`src/rtl/twoop_alu_pkg.sv`:
```
package twoop_alu_pkg;
  localparam logic [3:0] OP_MOV  = 4'h4;
  localparam logic [3:0] OP_ADD  = 4'h5;
  localparam logic [3:0] OP_ADDC = 4'h6;
  localparam logic [3:0] OP_SUBC = 4'h7;
  localparam logic [3:0] OP_SUB  = 4'h8;
  localparam logic [3:0] OP_CMP  = 4'h9;
  localparam logic [3:0] OP_DADD = 4'hA;
  localparam logic [3:0] OP_BIT  = 4'hB;
  localparam logic [3:0] OP_BIC  = 4'hC;
  localparam logic [3:0] OP_BIS  = 4'hD;
  localparam logic [3:0] OP_XOR  = 4'hE;
  localparam logic [3:0] OP_AND  = 4'hF;
endpackage

```
`src/rtl/twoop_alu_add.sv`:
```
module twoop_alu_add #(
  parameter int DATA_W = 16
) (
  input  logic [DATA_W-1:0] a_i,
  input  logic [DATA_W-1:0] b_i,
  input  logic              cin_i,
  input  logic              byte_i,
  output logic [DATA_W-1:0] sum_o,
  output logic              cout_o,
  output logic              ovf_o
);
  localparam int HALF_W = DATA_W / 2;

  logic [DATA_W:0] full_sum;
  logic [HALF_W:0] low_sum;

  assign full_sum = {1'b0, a_i} + {1'b0, b_i} + {{DATA_W{1'b0}}, cin_i};
  assign low_sum  = {1'b0, a_i[HALF_W-1:0]} + {1'b0, b_i[HALF_W-1:0]}
                  + {{HALF_W{1'b0}}, cin_i};

  always_comb begin
    if (byte_i) begin
      sum_o  = {{(DATA_W-HALF_W){1'b0}}, low_sum[HALF_W-1:0]};
      cout_o = low_sum[HALF_W];
      ovf_o  = (a_i[HALF_W-1] == b_i[HALF_W-1]) && (low_sum[HALF_W-1] != a_i[HALF_W-1]);
    end else begin
      sum_o  = full_sum[DATA_W-1:0];
      cout_o = full_sum[DATA_W];
      ovf_o  = (a_i[DATA_W-1] == b_i[DATA_W-1]) && (full_sum[DATA_W-1] != a_i[DATA_W-1]);
    end
  end
endmodule

```
`src/rtl/twoop_alu_bcd.sv`:
```
module twoop_alu_bcd #(
  parameter int DATA_W = 16
) (
  input  logic [DATA_W-1:0] a_i,
  input  logic [DATA_W-1:0] b_i,
  input  logic              cin_i,
  input  logic              byte_i,
  output logic [DATA_W-1:0] sum_o,
  output logic              cout_o
);
  localparam int DIGITS   = DATA_W / 4;
  localparam int LO_DIGIT = DIGITS / 2;

  logic [DIGITS:0]   dcarry;
  logic [DATA_W-1:0] raw_sum;

  assign dcarry[0] = cin_i;

  for (genvar k = 0; k < DIGITS; k++) begin : g_digit
    logic [4:0] dsum;
    assign dsum = {1'b0, a_i[4*k +: 4]} + {1'b0, b_i[4*k +: 4]} + {4'b0000, dcarry[k]};
    assign dcarry[k+1]     = (dsum > 5'd9);
    assign raw_sum[4*k +: 4] = (dsum > 5'd9) ? (dsum[3:0] + 4'd6) : dsum[3:0];
  end

  assign sum_o  = byte_i ? {{(DATA_W-4*LO_DIGIT){1'b0}}, raw_sum[4*LO_DIGIT-1:0]} : raw_sum;
  assign cout_o = byte_i ? dcarry[LO_DIGIT] : dcarry[DIGITS];

  always_comb begin
    for (int k = 0; k < DIGITS; k++) begin
      if (a_i[4*k +: 4] <= 4'd9 && b_i[4*k +: 4] <= 4'd9) begin

        bcd_digit_chk: assert (raw_sum[4*k +: 4] <= 4'd9)
          else $error("decimal digit %0d out of range", k);
      end
    end
  end
endmodule

```
`src/rtl/twoop_alu_logic.sv`:
```
module twoop_alu_logic #(
  parameter int DATA_W = 16
) (
  input  logic [DATA_W-1:0] src_i,
  input  logic [DATA_W-1:0] dst_i,
  input  logic              byte_i,
  output logic [DATA_W-1:0] mov_o,
  output logic [DATA_W-1:0] and_o,
  output logic [DATA_W-1:0] bic_o,
  output logic [DATA_W-1:0] bis_o,
  output logic [DATA_W-1:0] xor_o
);
  localparam int HALF_W = DATA_W / 2;

  logic [DATA_W-1:0] keep;

  assign keep  = byte_i ? {{(DATA_W-HALF_W){1'b0}}, {HALF_W{1'b1}}} : {DATA_W{1'b1}};
  assign mov_o = src_i & keep;
  assign and_o = src_i & dst_i & keep;
  assign bic_o = ~src_i & dst_i & keep;
  assign bis_o = (src_i | dst_i) & keep;
  assign xor_o = (src_i ^ dst_i) & keep;
endmodule

```
`src/rtl/twoop_alu.sv`:
```
module twoop_alu
  import twoop_alu_pkg::*;
#(
  parameter int DATA_W = 16
) (
  input  logic [3:0]        op_i,
  input  logic [DATA_W-1:0] src_i,
  input  logic [DATA_W-1:0] dst_i,
  input  logic              carry_i,
  input  logic              byte_i,
  output logic [DATA_W-1:0] res_o,
  output logic              wr_en_o,
  output logic              flag_n_o,
  output logic              flag_z_o,
  output logic              flag_c_o,
  output logic              flag_v_o,
  output logic              upd_n_o,
  output logic              upd_z_o,
  output logic              upd_c_o,
  output logic              upd_v_o
);
  localparam int HALF_W = DATA_W / 2;

  logic [DATA_W-1:0] add_b, add_sum, bcd_sum;
  logic              add_cin, add_cout, add_ovf, bcd_cout;
  logic [DATA_W-1:0] lg_mov, lg_and, lg_bic, lg_bis, lg_xor;
  logic              src_neg, dst_neg, c_from_z, res_msb, res_zero;

  always_comb begin
    add_b   = src_i;
    add_cin = 1'b0;
    case (op_i)
      OP_ADDC:        add_cin = carry_i;
      OP_SUB, OP_CMP: begin add_b = ~src_i; add_cin = 1'b1;    end
      OP_SUBC:        begin add_b = ~src_i; add_cin = carry_i; end
      default: ;
    endcase
  end

  twoop_alu_add #(.DATA_W(DATA_W)) u_add (
    .a_i(dst_i), .b_i(add_b), .cin_i(add_cin), .byte_i(byte_i),
    .sum_o(add_sum), .cout_o(add_cout), .ovf_o(add_ovf)
  );

  twoop_alu_bcd #(.DATA_W(DATA_W)) u_bcd (
    .a_i(src_i), .b_i(dst_i), .cin_i(carry_i), .byte_i(byte_i),
    .sum_o(bcd_sum), .cout_o(bcd_cout)
  );

  twoop_alu_logic #(.DATA_W(DATA_W)) u_logic (
    .src_i(src_i), .dst_i(dst_i), .byte_i(byte_i),
    .mov_o(lg_mov), .and_o(lg_and), .bic_o(lg_bic), .bis_o(lg_bis), .xor_o(lg_xor)
  );

  assign src_neg = byte_i ? src_i[HALF_W-1] : src_i[DATA_W-1];
  assign dst_neg = byte_i ? dst_i[HALF_W-1] : dst_i[DATA_W-1];

  always_comb begin
    res_o    = '0;
    wr_en_o  = 1'b0;
    flag_c_o = 1'b0;
    flag_v_o = 1'b0;
    upd_n_o  = 1'b0;
    upd_z_o  = 1'b0;
    upd_c_o  = 1'b0;
    upd_v_o  = 1'b0;
    c_from_z = 1'b0;
    case (op_i)
      OP_MOV: begin res_o = lg_mov; wr_en_o = 1'b1; end
      OP_ADD, OP_ADDC, OP_SUB, OP_SUBC, OP_CMP: begin
        res_o    = add_sum;
        wr_en_o  = (op_i != OP_CMP);
        flag_c_o = add_cout;
        flag_v_o = add_ovf;
        {upd_n_o, upd_z_o, upd_c_o, upd_v_o} = 4'b1111;
      end
      OP_DADD: begin
        res_o    = bcd_sum;
        wr_en_o  = 1'b1;
        flag_c_o = bcd_cout;
        {upd_n_o, upd_z_o, upd_c_o} = 3'b111;
      end
      OP_AND, OP_BIT: begin
        res_o    = lg_and;
        wr_en_o  = (op_i == OP_AND);
        c_from_z = 1'b1;
        {upd_n_o, upd_z_o, upd_c_o, upd_v_o} = 4'b1111;
      end
      OP_XOR: begin
        res_o    = lg_xor;
        wr_en_o  = 1'b1;
        c_from_z = 1'b1;
        flag_v_o = src_neg & dst_neg;
        {upd_n_o, upd_z_o, upd_c_o, upd_v_o} = 4'b1111;
      end
      OP_BIC: begin res_o = lg_bic; wr_en_o = 1'b1; end
      OP_BIS: begin res_o = lg_bis; wr_en_o = 1'b1; end
      default: ;
    endcase
    res_msb  = byte_i ? res_o[HALF_W-1] : res_o[DATA_W-1];
    res_zero = byte_i ? (res_o[HALF_W-1:0] == '0) : (res_o == '0);
    flag_n_o = res_msb;
    flag_z_o = res_zero;
    if (c_from_z) flag_c_o = ~res_zero;
  end

  always_comb begin
    if (byte_i) begin

      byte_clear_chk: assert (res_o[DATA_W-1:HALF_W] == '0)
        else $error("upper byte not cleared");
    end
    if (op_i == OP_CMP || op_i == OP_BIT) begin

      no_write_chk: assert (!wr_en_o) else $error("flag-only op writes");
    end
    if (op_i < OP_MOV) begin

      unused_op_chk: assert (!wr_en_o && !upd_n_o && !upd_z_o && !upd_c_o && !upd_v_o)
        else $error("unused opcode has effect");
    end
    if (upd_z_o) begin

      zero_flag_chk: assert (flag_z_o == (res_o == '0)) else $error("Z mismatch");
    end
    if (upd_n_o) begin

      neg_flag_chk: assert (flag_n_o == (byte_i ? res_o[HALF_W-1] : res_o[DATA_W-1]))
        else $error("N mismatch");
    end
    if (op_i == OP_AND || op_i == OP_BIT || op_i == OP_XOR) begin

      logic_carry_chk: assert (flag_c_o != flag_z_o) else $error("logic C not NOT Z");
    end
  end
endmodule

```
`config.mk`:
```
export PLATFORM = sky130hd
export DESIGN_NAME = twoop_alu
export DESIGN_NICKNAME = d
export VERILOG_FILES = /design/src/rtl/twoop_alu_pkg.sv /design/src/rtl/twoop_alu_add.sv /design/src/rtl/twoop_alu_bcd.sv /design/src/rtl/twoop_alu_logic.sv /design/src/rtl/twoop_alu.sv
export SDC_FILE = /design/constraint.sdc
export NUM_CORES = 1
export LEC_CHECK = 0
export ABC_CLOCK_PERIOD_IN_PS = 49300
export CORE_MARGIN = 4
export CORE_UTILIZATION = 42
export DETAILED_ROUTE_END_ITERATION = 7
export PLACE_DENSITY = 0.65
export SETUP_SLACK_MARGIN = 0.3
export SKIP_LAST_GASP = 1
export SLEW_MARGIN = 20
export SYNTH_ARGS = -nofsm -noshare
export SYNTH_HDL_FRONTEND = slang
export SYNTH_SLANG_ARGS = --single-unit
```
`constraint.sdc`:
```
create_clock -name vclk -period 49.3
set_input_delay 14.79 -clock vclk [all_inputs]
set_output_delay 14.79 -clock vclk [all_outputs]
set_load 0.02 [all_outputs]
```
==> results.cfg <==
[worst_setup_path]
critPathCaptureType = primary output
critical_path.max_fanout = 6
cp.arrival_ps = 23520
cp_slowest_stage_delay_ps = 630
crit_type = input port to primary output
worst_path_max_delay_cell = clkdlybuf4s50_1
crit_path_start_kind = input port
worstPathRequired_ps = 34510
crit_top_cell = fa_1

[synth]
synth_area_um2 = 3550
yosys.cell_types.count = 78
syn_avg_cell_area_um2 = 7.11
synth.yosys.seq_area_share = 0
syn-num-nets = 594
synthCells = 499
ys_warn_count = 0

[drt]
wl_um = 13400
route.detailed.drc = 0
wl_per_cell_um = 20.7
ant_nets = 0
drtIter0Drc = 358
first_pass_iters = 5
via_per_inst = 6.39
vias = 4138

[placed_design]
dp_cells = 648
dp_hpwl_um = 10400
portBuffers = 63
gp_congestion = 1.02

[finish]
fillers = 810
seq_cell_count = 0
final_util = 0.515
final_nets = 640
area_growth_pct = 19.2
n_antenna_cell = 0
multi_input_area_um2 = 3270
mostFrequentLayoutCells = clkdlybuf4s50_1, ha_1, inv_1
layout-drive-gt1-share = 0.0460
layout_commonest_cell = clkdlybuf4s50_1
seq_area_um2 = 0
final_cells = 648
clkbuf_count = 0

[power_and_ir_drop]
power.density_nw_per_um2 = 17.0
total_power_uw = 71.9
ir_drop_uv = 8.93
power.leakage_uw = 0.00182

[clocking]
hold_buffers = 0
post_cts_resize_count = 0
cts_setup_buffers = 0

[sta]
slew_headroom = 0.252
slew_violations = 0
finalCritPeriodShare = 0.777
finalHoldViolCount = 0
worstMarginPinSlew_ps = 1120
rsz0062_at_grt = no
layout_min_cycle_time_ps = 38310
fin_setup_tns_ps = 0
clock.fmax_ghz = 0.0261
finalSetupViolCount = 0

[grt]
antenna_found_initial = 0
grt_overflow = 0
grt_pass1_vias = 3828
grt_pass1_wl_um = 20900
gr-usage-all-layers = 0.262
grt_max_degree = 39

[floorplanning]
io-pin-count = 63
die_x_um = 99.9
initial_utilization = 0.432
die_y_um = 99.9
dieArea_um2 = 9980
coreArea_um2 = 8220
row_count = 33

[run_status]
status = complete, no violations

[hold_path]
hold_path_depth = 4
hold_class = input port to primary output

[run]
maxCapViolCount = 0
==> cell families (layout without fill, tap and decap cells) <==
family | after synthesis | in the layout | share of synthesized area
AND/OR/NAND/NOR | 156 | 156 | 0.242
XOR/XNOR | 33 | 33 | 0.0815
multiplexers | 5 | 5 | 0.0141
buffers and inverters | 69 | 113 | 0.0797
AO/OA/AOI/OAI | 179 | 179 | 0.361
adder cells (fa/ha/maj) | 57 | 57 | 0.222
==> critical path: cells and delay by family <==
| family | cells | cell delay, ps |
|---|---|---|
| buf+inv | 6 | 1510 |
| xor+xnor | 3 | 770 |
| compound gates | 8 | 1770 |
| fa+ha+maj | 10 | 3720 |
| simple gates | 6 | 980 |
==> Yosys cell counts, types with 4 or more instances <==
cell type   n  area [um2]
o31ai_1     7        52.6
o21ai_0    26         130
o22ai_1     6        37.5
nor3b_1    10        75.1
xnor2_1    28         245
inv_1      45         169
buf_2       9        45.0
a21o_1     15         113
nor2_1     34         128
and2_1      7        43.8
mux2i_1     5        50.1
o211ai_1    5        37.5
o21bai_1    4        30.0
or2_2       8        50.1
ha_1       47         588
nand3_1    15        75.1
nor2b_1     9        56.3
a2bb2oi_1   6        52.6
xor2_1      5        43.8
nand3b_1    4        30.0
clkbuf_1    9        33.8
and3_1      5        31.3
o221ai_1    4        35.0
nor3_1     10        50.1
nand2b_1    7        43.8
a22oi_1     4        30.0
fa_1       10         200
nand2_1    26        97.6
and3b_1     5        43.8
a21oi_1    42         210
a31oi_1     7        43.8
a221o_1     5        50.1
==> final cells by class <==
class | count | area share
Timing Repair Buffer | 67 | 0.156
Multi-Input combinational cell | 430 | 0.772
Tap cell | 105 | 0.0311
Inverter | 46 | 0.0408
==> where the power goes <==
| group | internal, uW | switching [uW] | leakage [uW] |
|---|---|---|---|
| combinational | 30.5 | 41.4 | 0.00182 |
| clock | 0 | 0 | 0 |
| sequential | 0 | 0 | 0 |
==> layer usage <==
layer | GRT usage | routed length, um | vias up
met4 | 0.0525 | 309 | 0
met1 | 0.371 | 5810 | 1952
met2 | 0.430 | 6120 | 211
met5 | 0 | 0 | -
li1 | - | - | 1949
met3 | 0.0264 | 1180 | 26
==> through the flow <==
step	area (um2)	hold slack, ps	worst slack [ps]
2_1_floorplan	3550	29790	12700
3_5_place_dp	4230	30830	11070
5_1_grt	4230	30860	10350
6_report	4230	30820	10990
3_3_place_gp	4230	30830	11370
4_1_cts	4230	30830	11040
==> final timing paths <==
check | start | endpoint | slack [ps]
setup / recovery | src_i[0] | flag_c_o | 10990
hold / removal | dst_i[4] | res_o[4] | 30820
(Power assumes the default switching activity.)
